<file path="config.mk">
export PLATFORM = sky130hd
export DESIGN_NAME = i2c_rate_gen
export DESIGN_NICKNAME = d
export VERILOG_FILES = /design/src/rtl/i2c_rate_gen.sv
export SDC_FILE = /design/constraint.sdc
export NUM_CORES = 1
export LEC_CHECK = 0
export ABC_AREA = 1
export ABC_CLOCK_PERIOD_IN_PS = 4100
export CORE_ASPECT_RATIO = 0.6
export CORE_MARGIN = 5
export CORE_UTILIZATION = 50
export CTS_BUF_LIST = sky130_fd_sc_hd__clkbuf_8
export CTS_CLUSTER_SIZE = 28
export DETAILED_ROUTE_END_ITERATION = 12
export DONT_BUFFER_PORTS = 1
export PLACE_DENSITY = 0.68
export SETUP_SLACK_MARGIN = 0.15
export SLEW_MARGIN = 20
export SYNTH_ARGS = -nofsm -noshare
export SYNTH_HDL_FRONTEND = slang
export SYNTH_SLANG_ARGS = --single-unit
</file>
<file path="constraint.sdc">
create_clock -name clk -period 4.1 [get_ports clk]
set_clock_uncertainty 0.15 [all_clocks]
set_input_delay 0.82 -clock clk [delete_from_list [all_inputs] [get_ports clk]]
set_output_delay 0.82 -clock clk [all_outputs]
set_load 0.03 [all_outputs]
</file>
<file path="src/rtl/i2c_rate_gen.sv">
module i2c_rate_gen #(
  parameter int M_W        = 4,
  parameter int N_W        = 3,
  parameter int HALF_TICKS = 5,
  parameter logic [M_W+N_W-1:0] RST_BAUD = 7'h44
) (
  input  logic               clk,
  input  logic               rst_n,
  input  logic               soft_rst,
  input  logic               cfg_we,
  input  logic [M_W+N_W-1:0] cfg_wdata,
  input  logic               pow_alt,
  input  logic               scl_hold,
  output logic               tick,
  output logic               scl_phase
);
  localparam int BAUD_W = M_W + N_W;
  localparam int POW_W  = 1 << N_W;
  localparam int PH_W   = $clog2(2 * HALF_TICKS);

  logic [BAUD_W-1:0] pend_q, act_q;
  logic              alt_q;
  logic [M_W-1:0]    pre_q;
  logic [POW_W-1:0]  pow_q;
  logic [PH_W-1:0]   ph_q;

  wire [M_W-1:0]   m_val  = act_q[BAUD_W-1:N_W];
  wire [N_W-1:0]   n_val  = act_q[N_W-1:0];
  wire [N_W:0]     shamt  = {1'b0, n_val} + {{N_W{1'b0}}, ~alt_q};
  wire [POW_W:0]   span   = {{POW_W{1'b0}}, 1'b1} << shamt;
  wire [POW_W:0]   span_m = span - {{POW_W{1'b0}}, 1'b1};
  wire [POW_W-1:0] lim    = span_m[POW_W-1:0];

  assign scl_phase = ph_q < PH_W'(HALF_TICKS);

  wire frozen  = scl_hold && !scl_phase;
  wire pre_end = pre_q == m_val;
  wire pow_end = pow_q == lim;
  assign tick  = !frozen && pre_end && pow_end;
  wire bound   = tick && (ph_q == PH_W'(2 * HALF_TICKS - 1));

  always_ff @(posedge clk or negedge rst_n) begin
    if (!rst_n) begin
      pend_q <= RST_BAUD;
      act_q  <= RST_BAUD;
      alt_q  <= 1'b0;
      pre_q  <= '0;
      pow_q  <= '0;
      ph_q   <= '0;
    end else if (soft_rst) begin
      pend_q <= RST_BAUD;
      act_q  <= RST_BAUD;
      alt_q  <= 1'b0;
      pre_q  <= '0;
      pow_q  <= '0;
      ph_q   <= '0;
    end else begin
      if (cfg_we) pend_q <= cfg_wdata;
      if (!frozen) begin
        pre_q <= pre_end ? '0 : pre_q + 1'b1;
        if (pre_end) pow_q <= pow_end ? '0 : pow_q + 1'b1;
        if (tick) ph_q <= bound ? '0 : ph_q + 1'b1;
      end
      if (bound) begin
        act_q <= pend_q;
        alt_q <= pow_alt;
      end
    end
  end
endmodule

</file>
# Word level (Yosys, flattened, before mapping)
# Cells that the tools add are included.
# op_classes
add_sub_neg,5
magnitude_cmp,1
n_eq_ne,4
shifts,1
mux,17
n_bitwise,1
reduce_logical,12
# ops
operator,n
$mux W8,4
$mux W4,7
$mux W7,4
$add A4 B1 Y4 const B,2
$add A8 B1 Y8 const B,1
$eq A8 B8 Y1,1
$reduce_bool A2 Y1,4
$shl A1 B4 Y8 const A,1
$sub A8 B1 Y8 const B,1
$add A3 B1 Y4,1
$eq A4 B4 Y1,1
$eq A4 B4 Y1 const B,1
$logic_and A1 B1 Y1,4
$lt A4 B3 Y1 const B,1
$reduce_and A2 Y1,2
$logic_not A1 Y1,2
$mux W1,2
$ne A2 B2 Y1 const B,1
$not A1 Y1,1
# totals
register_bits,31
in_bits,13
out_inout_bits,2

# Depth between registers and ports, before layout
# Gate-level depths: netlist (run 1).
# depth
depth_word,11
ltp_mapped,21
ltp_nobuf,21

# Worst setup path after synthesis (run 1)
# Ideal clock, no wire load.
# synth_timing
path_type,flip-flop to output port
start,register alt_q
end,output tick
arrival_time_ns,2.387
required_ns,3.130
slack_ns,0.743
stages_incl_launch_ff,17
n_path_buf,0
path_cell_list,dfrtp_1 inv_1 ha_1 ha_1 inv_1 nand2_1 nand2_4 nor2_8 nand3_1 ha_1 xor2_1 nand3_1 nor2_2 nand2_2 nor2_4 nand3_4 inv_1
# synth_between
elab_chain_cells,6
# synth_lines
item,line_no,source
from (decl),22,logic alt_q;
from (signal assigned),66,alt_q <= pow_alt;
$not A1 Y1,29,"wire [N_W:0] shamt = {1'b0, n_val} + {{N_W{1'b0}}, ~alt_q};"
$add A3 B1 Y4,29,
$shl A1 B4 Y8,30,"wire [POW_W:0] span = {{POW_W{1'b0}}, 1'b1} << shamt;"
$sub A8 B1 Y8,31,"wire [POW_W:0] span_m = span - {{POW_W{1'b0}}, 1'b1};"
$eq A8 B8 Y1,38,wire pow_end = pow_q == lim;
$logic_and A1 B1 Y1,39,assign tick = !frozen && pre_end && pow_end;
to (decl),14,"output logic tick,"
# Every way passes these cells.

# Worst setup path in the final report (run 1)
# Same ends and word-level chain as after synthesis.

==> flow_results.org, run 1 <==
** Outcome
- The flow ran to the end, and the final reports show no timing, DRC or antenna violations.

** Yosys
- The cell count after synthesis came out at between 200 and 300.
- The synthesized netlist contains 31 unique library cells.
- Syn nets :: between 300 and 400
- Flip-flop and latch count after synthesis :: 31
- For this run, the number of Yosys warnings is 0.
- In this run the mean area of a mapped cell was approximately 7.6 µm².
- Of the synthesized area, sequential elements account for 0.363.
- In this run the cell area of the synthesized design comes to 2150 µm².

** Critical path
- For the worst setup path, the data required time is 3.13 ns.
- Data arrival at the endpoint of the critical path :: 2.76 ns
- CP max FO :: 7
- The worst setup path is launched from a flip-flop.
- Cell Chain, Critical Path :: inv_1, ha_2, ha_4, inv_1, nand2_1, nand2_4, nor2_8, nand3_1, ha_2, xor2_1, nand3_1, nor2_2, nand2_2, nor2_4, nand3_4, clkinvlp_4
- The worst setup path is of the flip-flop to output pin kind.
- Critical path's slowest cell :: sky130_fd_sc_hd__dfrtp_1
- Largest incremental delay on the critical path :: 0.37 ns
- STA classifies the critical path endpoint as an output pin.

** STA
- Setup total negative slack on the finished layout was measured at 0 ns.
- Hold Violations, Final :: 0
- The smallest clock period supported by the final layout is computed as around 3.7 ns.
- The max-slew violation count came to 0.
- Worst-case headroom to the max-slew limit :: 0.728
- Derived from the worst setup path, the maximum achievable clock frequency is 268 MHz.
- Transition time of the tightest slew-check pin :: 0.406 ns
- Period utilization :: 0.911
- Setup repair after global routing left no endpoint under its margin.
- Final setup violation count :: 0

** Drt
- The detailed router finished its first iteration with 264 violations.
- Final routed wirelength across all metal layers :: 4830 µm
- Number of nets with antenna violations after detailed routing :: 0
- Detail-routed via count per cell :: 5.21
- After detailed routing, the average wire length per cell comes to approximately 14 µm.
- In the routed design, unresolved DRC markers number 0.
- Vias after detailed routing :: between 1500 and 2000
- Initial DRT Pass Iterations :: 4

** Cells and area
- The repair_antennas step left the layout with diodes totalling 0.
- Area of the multi-input gates :: about 1200 µm²
- Top library cells by usage in the layout, fill and taps aside :: sky130_fd_sc_hd__nand2_1 (55), sky130_fd_sc_hd__nand3_1 (46), sky130_fd_sc_hd__inv_1 (44), sky130_fd_sc_hd__dfrtp_1 (27), sky130_fd_sc_hd__nor2_1 (14)
- Leading cell type in the layout, fill and taps excluded :: sky130_fd_sc_hd__nand2_1
- Sequential standard cell area :: 781 µm²
- After the last flow step, the layout net total stands at between 300 and 400.
- Relative to the synthesized area, the layout overhead comes to 10.1%.
- In the final layout, the share of cells above drive strength 1 is 0.155.
- The layout has about 390 filler cells.

** Clocking
- Library cell used as clock root buffer :: sky130_fd_sc_hd__clkbuf_8
- Total number of clock tree sinks :: 31
- CTS clock-pin slew for the worst setup and hold paths :: 0.07 ns
- Clock tree buffer depth :: 2
- TritonCTS built the clock tree.
- Counting the buffers created by CTS gives 5.
- For the worst-skew pair, the clock arrives at the later sink with an insertion delay of between 0.2 and 0.3 ns.
- Maximum level of the CTS H-tree :: 2
- After clock tree synthesis, the flow added hold-fix buffers numbering 0.

** Global route
- For met1 alone, demand over resource in global routing was 0.296.
- In the global route stage, met3 resource usage came out at 0.0446.
- For this run, the total global-route usage over all layers was measured as 0.182.
- First-pass GRT wire length :: 7980 µm
- Antenna violations before repair :: 0
- Most Used Layer, Global Route :: met1
- Remaining Overflow, GRT :: 0
- Global-route met2 utilization :: 0.234
- The number of global-route vias before repair was 1603.
- Pin count of the biggest net entering global routing :: 32

** Placed design
- At the end of routability-driven placement, the weighted congestion stood at 0.870.
- Detailed placement finished with a half-perimeter wire length of about 3600 µm.
- Port buffering added 0 buffers.

** Pwr
- The share of total power dissipated in combinational logic is 0.207.
- Internal power comes to 0.583 mW.
- The share of total power dissipated in sequential elements is 0.414.
- P_sw :: about 0.25 mW
- Leakage power of the design :: 1.15 nW
- The completed layout was analyzed and its total power is ~0.83 mW.
- In this run the power density over the cells is 351 nW/µm².
- Max IR drop VDD :: 0.189 mV
- Switching Fraction :: 0.298
- Of the total power, the clock network draws 0.379.

** Floorplan
- For this configuration, the core starts out at a cell density of 0.522.
- Area of the core region :: 4120 µm²
- Height of the die :: 60.8 µm
- Row generation in the floorplan step produced 18 rows.
- The die is 94.7 µm wide.
- I/O Pins :: 15
- Die area :: ~5800 µm²

** Min path
- Min-Delay Path Class :: primary input to async pin

** Job
- Max capacitance violation total :: 0
state kept, by name (all words and copies together), names as in the netlist:
signal,flops
alt_q,1
pre_q,4
pend_q,7
act_q,7
pow_q,8
ph_q,4
critical path, delay by kind of cell (launching register included):
family | cells | cell delay (ns)
buffers and inverters | 3 | 0.32
adder cells (fa/ha/maj) | 3 | 0.67
AND/OR/NAND/NOR | 9 | 0.98
flip-flops | 1 | 0.37
XOR/XNOR | 1 | 0.14
synthesized netlist by cell type:
| cell type | n | area share |
|---|---|---|
| sky130_fd_sc_hd__xor2_1 | 8 | 0.033 |
| sky130_fd_sc_hd__o22ai_1 | 6 | 0.017 |
| sky130_fd_sc_hd__inv_2 | 2 | 0.0035 |
| sky130_fd_sc_hd__o21ai_1 | 4 | 0.0093 |
| sky130_fd_sc_hd__nor2_1 | 14 | 0.024 |
| sky130_fd_sc_hd__dfstp_2 | 4 | 0.049 |
| sky130_fd_sc_hd__or2_0 | 1 | 0.0029 |
| sky130_fd_sc_hd__inv_1 | 45 | 0.079 |
| sky130_fd_sc_hd__and3_1 | 1 | 0.0029 |
| sky130_fd_sc_hd__nor3_1 | 5 | 0.012 |
| sky130_fd_sc_hd__buf_6 | 1 | 0.0052 |
| sky130_fd_sc_hd__nand3_2 | 4 | 0.019 |
| sky130_fd_sc_hd__xnor2_1 | 5 | 0.020 |
| sky130_fd_sc_hd__nor2_2 | 2 | 0.0058 |
| sky130_fd_sc_hd__nand3_1 | 46 | 0.11 |
| sky130_fd_sc_hd__nand2_4 | 3 | 0.016 |
| sky130_fd_sc_hd__nand4_1 | 3 | 0.0087 |
| sky130_fd_sc_hd__o21ai_0 | 13 | 0.030 |
| sky130_fd_sc_hd__clkbuf_1 | 3 | 0.0052 |
| sky130_fd_sc_hd__nor2_8 | 1 | 0.0093 |
| sky130_fd_sc_hd__nand2_1 | 55 | 0.096 |
| sky130_fd_sc_hd__a21oi_1 | 7 | 0.016 |
| sky130_fd_sc_hd__nand3_4 | 1 | 0.0081 |
| sky130_fd_sc_hd__ha_1 | 9 | 0.052 |
| sky130_fd_sc_hd__nand2_2 | 7 | 0.020 |
| sky130_fd_sc_hd__nand4_2 | 1 | 0.0058 |
| sky130_fd_sc_hd__dfrtp_1 | 27 | 0.31 |
| sky130_fd_sc_hd__xor2_2 | 1 | 0.0076 |
| sky130_fd_sc_hd__buf_1 | 1 | 0.0017 |
| sky130_fd_sc_hd__o211ai_1 | 1 | 0.0035 |
| sky130_fd_sc_hd__nor2_4 | 3 | 0.016 |
per-stage QoR:
step | util | std cells | cell area (µm²) | hold slack, ns | setup WS, ns
finish | 0.575 | 351 | 2370 | 0.0766 | 0.366
global route | 0.575 | 351 | 2370 | 0.0623 | 0.154
CTS | 0.564 | 348 | 2320 | 0.0691 | 0.251
detailed placement | 0.536 | 340 | 2210 | 0.346 | 0.551
global placement | 0.536 | 340 | 2210 | 0.339 | 0.643
floorplan | - | 284 | 2150 | 0.319 | 0.743
cell type report:
| class | count | share of cell area |
|---|---|---|
| multi-input combinational | 201 | 0.500 |
| sequential | 31 | 0.330 |
| inverter | 47 | 0.0761 |
| clock buffer | 6 | 0.0349 |
| tap | 60 | 0.0317 |
| clock inverter | 2 | 0.0148 |
| timing repair buffer | 4 | 0.0127 |
final timing paths:
| check | startpoint | slack (ns) | depth (start not counted) | end |
|---|---|---|---|---|
| setup reg to reg | alt_q | 1.22 | 19 | ph_q[0] |
| max in group asynchronous | rst_n | 3.54 | 0 | act_q[6] |
| hold reg to reg | alt_q | 0.35 | 2 | alt_q |
| min in group clk | alt_q | 0.35 | 2 | alt_q |
| hold / removal | rst_n | 0.08 | 0 | act_q[1] |
| setup / recovery | alt_q | 0.37 | 16 | tick |
cell families (layout without fill, tap and decap cells):
| logic type | count (synthesis) | count (layout) | synth area share |
|---|---|---|---|
| flops | 31 | 31 | 0.363 |
| simple gates | 147 | 147 | 0.353 |
| buf+inv | 52 | 59 | 0.0942 |
| fa+ha+maj | 9 | 9 | 0.0524 |
| compound gates | 31 | 31 | 0.0768 |
| xor+xnor | 14 | 14 | 0.0605 |
power by group through the flow:
stage	logic (mW)	registers, mW	clock network [mW]
global placement	0.161	0.348	0
detailed placement	0.164	0.349	0
global route	0.195	0.346	0.331
CTS	0.165	0.343	0.320
finish	0.172	0.344	0.315
floorplan	0.139	0.343	0
per-layer routing:
layer / up-vias / wire length (µm)
li1: 932 / -
met1: 853 / 2650
met2: 41 / 1860
met3: 4 / 292
met4: 0 / 31
met5: - / 0
timing repair:
action	4_1_cts	5_1_grt
resized for setup	0	5
endpoints found under the setup margin	0	1
buffers inserted	0	3
No activity file was read; power rests on OpenSTA's default activity.
==> inputs of run 2 (changes only) <==
- CTS_CLUSTER_SIZE: 28 -> 20
- MAX_ROUTING_LAYER: default -> met4
- SKIP_CTS_REPAIR_TIMING: default -> 1
==> flow_results.org, run 2 (synthesis results as in run 1) <==
** Cells and area
- Leading cell type in the layout, fill and taps excluded :: sky130_fd_sc_hd__nand2_1
- The register with the most flip-flops in the final layout is pow_q.
- Area growth from synthesis to final layout :: 10.1% (unchanged)
- The layout filler cell count is 386 (unchanged).
- Final antenna diode count :: 0 (unchanged)
- The final core utilization was 0.575 (unchanged).
- Fraction of final layout cells with drive strength greater than 1 :: 0.155 (unchanged)
- Biggest registers after layout :: pow_q x8, act_q x7, pend_q x7
- Sequential standard cell area :: 781 µm² (unchanged)
- Nets :: 312 (unchanged)
- Post-route cell area :: 2370 µm² (unchanged)
- Post-layout instance count excluding filler cells :: 351 (unchanged)
- The area of combinational cells with multiple inputs was 1180 µm² (unchanged).
- Top library cells by usage in the layout, fill and taps aside :: sky130_fd_sc_hd__nand2_1 (55), sky130_fd_sc_hd__nand3_1 (46), sky130_fd_sc_hd__inv_1 (44), sky130_fd_sc_hd__dfrtp_1 (27), sky130_fd_sc_hd__nor2_1 (14)
- Number of flip-flops under the largest register name :: 8 (unchanged)

** Pwr
- The combinational cell fraction of total power was 0.206 (about the same).
- Clock power frac :: 0.380 (about the same)
- The net switching power figure is 0.249 mW (+0.39%).
- The power per unit of standard cell area is 351 nW/µm² (+0.12%).
- The net switching fraction of the power is 0.299 (+0.000800).
- Leakage power of the design :: 1.15 nW (unchanged)
- Power Internal :: 0.583 mW (about the same)
- The power after layout was 0.832 mW (+0.12%).
- Max IR drop VDD :: 0.189 mV (-0.34%)
- The share of total power in sequential cells is 0.414 (about the same).

** Critical path
- Data arrival at the endpoint of the critical path :: 2.76 ns (about the same)
- STA classifies the critical path endpoint as an output pin.
- The critical path is of the flip-flop to output pin type.
- The depth of the worst register-to-register path was 19 (unchanged).
- RR Endpoint :: ph_q[0]
- The slack of the worst reg-to-reg path was 1.23 ns (about the same).
- CP max FO :: 7 (unchanged)
- Reg2Reg Launch Point :: alt_q
- STA classifies the critical path startpoint as a flip-flop.
- The required time reported for the critical path endpoint is 3.13 ns (about the same).

** Drt
- The overall via count from detail_route is 1830 (unchanged).
- The number of iterations in the first detailed-routing pass is 4 (unchanged).
- Wire per inst :: 13.7 µm (-0.43%)
- Final routed wirelength across all metal layers :: 4810 µm (-0.43%)
- The remaining design rule violation count was 0 (unchanged).
- The routed via count divided by cell count is 5.21 (unchanged).
- Number of nets with antenna violations after detailed routing :: 0 (unchanged)
- The violation count after the first detailed-routing iteration is 240 (-9.1%).

** Floorplan
- Std-Cell Rows :: 18 (unchanged)
- The horizontal die dimension came to 94.7 µm (unchanged).
- Die area :: 5760 µm² (unchanged)
- The effective utilization at floorplan is 0.522 (unchanged).
- Area of the core region :: 4120 µm² (unchanged)
- I/O Pins :: 15 (unchanged)
- Height of the die :: 60.8 µm (unchanged)

** STA
- The minimum clock period came to 3.73 ns (-0.00189 ns).
- Worst-case headroom to the max-slew limit :: 0.732 (+0.00443)
- Fin worst setup slack :: 0.368 ns (+0.00189 ns)
- The total setup violations reported at the end of the flow came to 0 (unchanged).
- Maximum achievable frequency :: 268 MHz (about the same)
- Setup repair after global routing left no endpoint under its margin.
- The share of the cycle needed by the critical path after routing was 0.910 (about the same).
- The worst hold slack after final layout is 0.0770 ns (+0.000424 ns).
- Sum Neg Setup Slack :: 0 ns (unchanged)
- Total count of max-transition violations in the final report :: 0 (unchanged)
- The actual transition at the worst max-transition pin came to 0.400 ns (-0.00663 ns).
- Hold Violations, Final :: 0 (unchanged)

** Global route
- The initial antenna violation count is 0 (unchanged).
- The number of global-route vias before repair was 1600 (-0.19%).
- The remaining global-route overflow came to 0 (unchanged).
- Global Route Usage Sum :: 0.188 (+0.00608)
- The maximum number of pins on one net before global-route repair came to 32 (unchanged).
- First-pass GRT wire length :: 7980 µm (about the same)

** Job
- The number of maximum-capacitance constraint violations was 0 (unchanged).

** Clocking
- CTS tree :: built
- Later-pin clock latency in the skew report :: 0.28 ns (about the same)
- Total number of clock tree sinks :: 31 (unchanged)
- Library cell used as clock root buffer :: sky130_fd_sc_hd__clkbuf_8
- Maximum level of the CTS H-tree :: 2 (unchanged)
- The clock input transition at the sequential cells of the worst setup and hold paths was 0.07 ns (about the same).
- The buffer depth of the longest clock path is 2 (unchanged).
- The clock buffer count from CTS was 5 (unchanged).

** Placed design
- Placed cell areas :: 2210 µm² (unchanged)
- The setup slack after placement is 0.551 ns (unchanged).
- Cell Count Post-Placement :: 340 (unchanged)
- The placer congestion estimate is 0.884 (+1.6%).
- Number of buffers added on ports :: 0 (unchanged)
- The estimated wirelength of the detail-placed design is 3560 µm (unchanged).

** Outcome
- The run finished with clean final reports.

** Min path
- Min-Delay Path Class :: primary input to async pin
[run 2: cell counts in the layout (fill, tap and decap cells not counted)]
No cell type changed its count.
[run 2: worst max-delay path by stage]
stage	start	to	cells past startpoint
6_report	alt_q	tick	16
5_1_grt	alt_q	tick	16
4_1_cts	alt_q	tick	16
3_5_place_dp	alt_q	tick	16
3_3_place_gp	alt_q	tick	16
2_1_floorplan	alt_q	tick	16
[run 2: critical path, stage by stage (launching register included)]
cell	delay, ns
sky130_fd_sc_hd__dfrtp_1	0.37
sky130_fd_sc_hd__inv_1	0.08
sky130_fd_sc_hd__ha_2	0.19
sky130_fd_sc_hd__ha_4	0.15
sky130_fd_sc_hd__inv_1	0.05
sky130_fd_sc_hd__nand2_1	0.10
sky130_fd_sc_hd__nand2_4	0.10
sky130_fd_sc_hd__nor2_8	0.16
sky130_fd_sc_hd__nand3_1	0.10
sky130_fd_sc_hd__ha_2	0.33
sky130_fd_sc_hd__xor2_1	0.14
sky130_fd_sc_hd__nand3_1	0.10
sky130_fd_sc_hd__nor2_2	0.12
sky130_fd_sc_hd__nand2_2	0.08
sky130_fd_sc_hd__nor2_4	0.11
sky130_fd_sc_hd__nand3_4	0.11
sky130_fd_sc_hd__clkinvlp_4	0.19
[run 2: area by class of cell]
| class | instances | area share |
|---|---|---|
| Clock buffer | 6 | 0.0349 |
| Tap cell | 60 | 0.0317 |
| Inverter | 47 | 0.0761 |
| Multi-Input combinational cell | 201 | 0.500 |
| Clock inverter | 2 | 0.0148 |
| Sequential cell | 31 | 0.330 |
| Timing Repair Buffer | 4 | 0.0127 |
[run 2: power groups by stage]
stage	clock, mW	combinational (mW)	sequential [mW]
floorplan	0	0.139	0.343
global placement	0	0.161	0.348
detailed placement	0	0.164	0.349
CTS	0.320	0.165	0.343
global route	0.331	0.195	0.346
finish	0.316	0.172	0.344
[run 2: routing by layer]
metal | GRT usage | vias up | share of wire
met5 | - | - | 0
met4 | 0.0431 | 0 | 0.0064
met3 | 0.0421 | 4 | 0.064
met2 | 0.233 | 46 | 0.38
met1 | 0.299 | 850 | 0.55
li1 | - | 930 | -
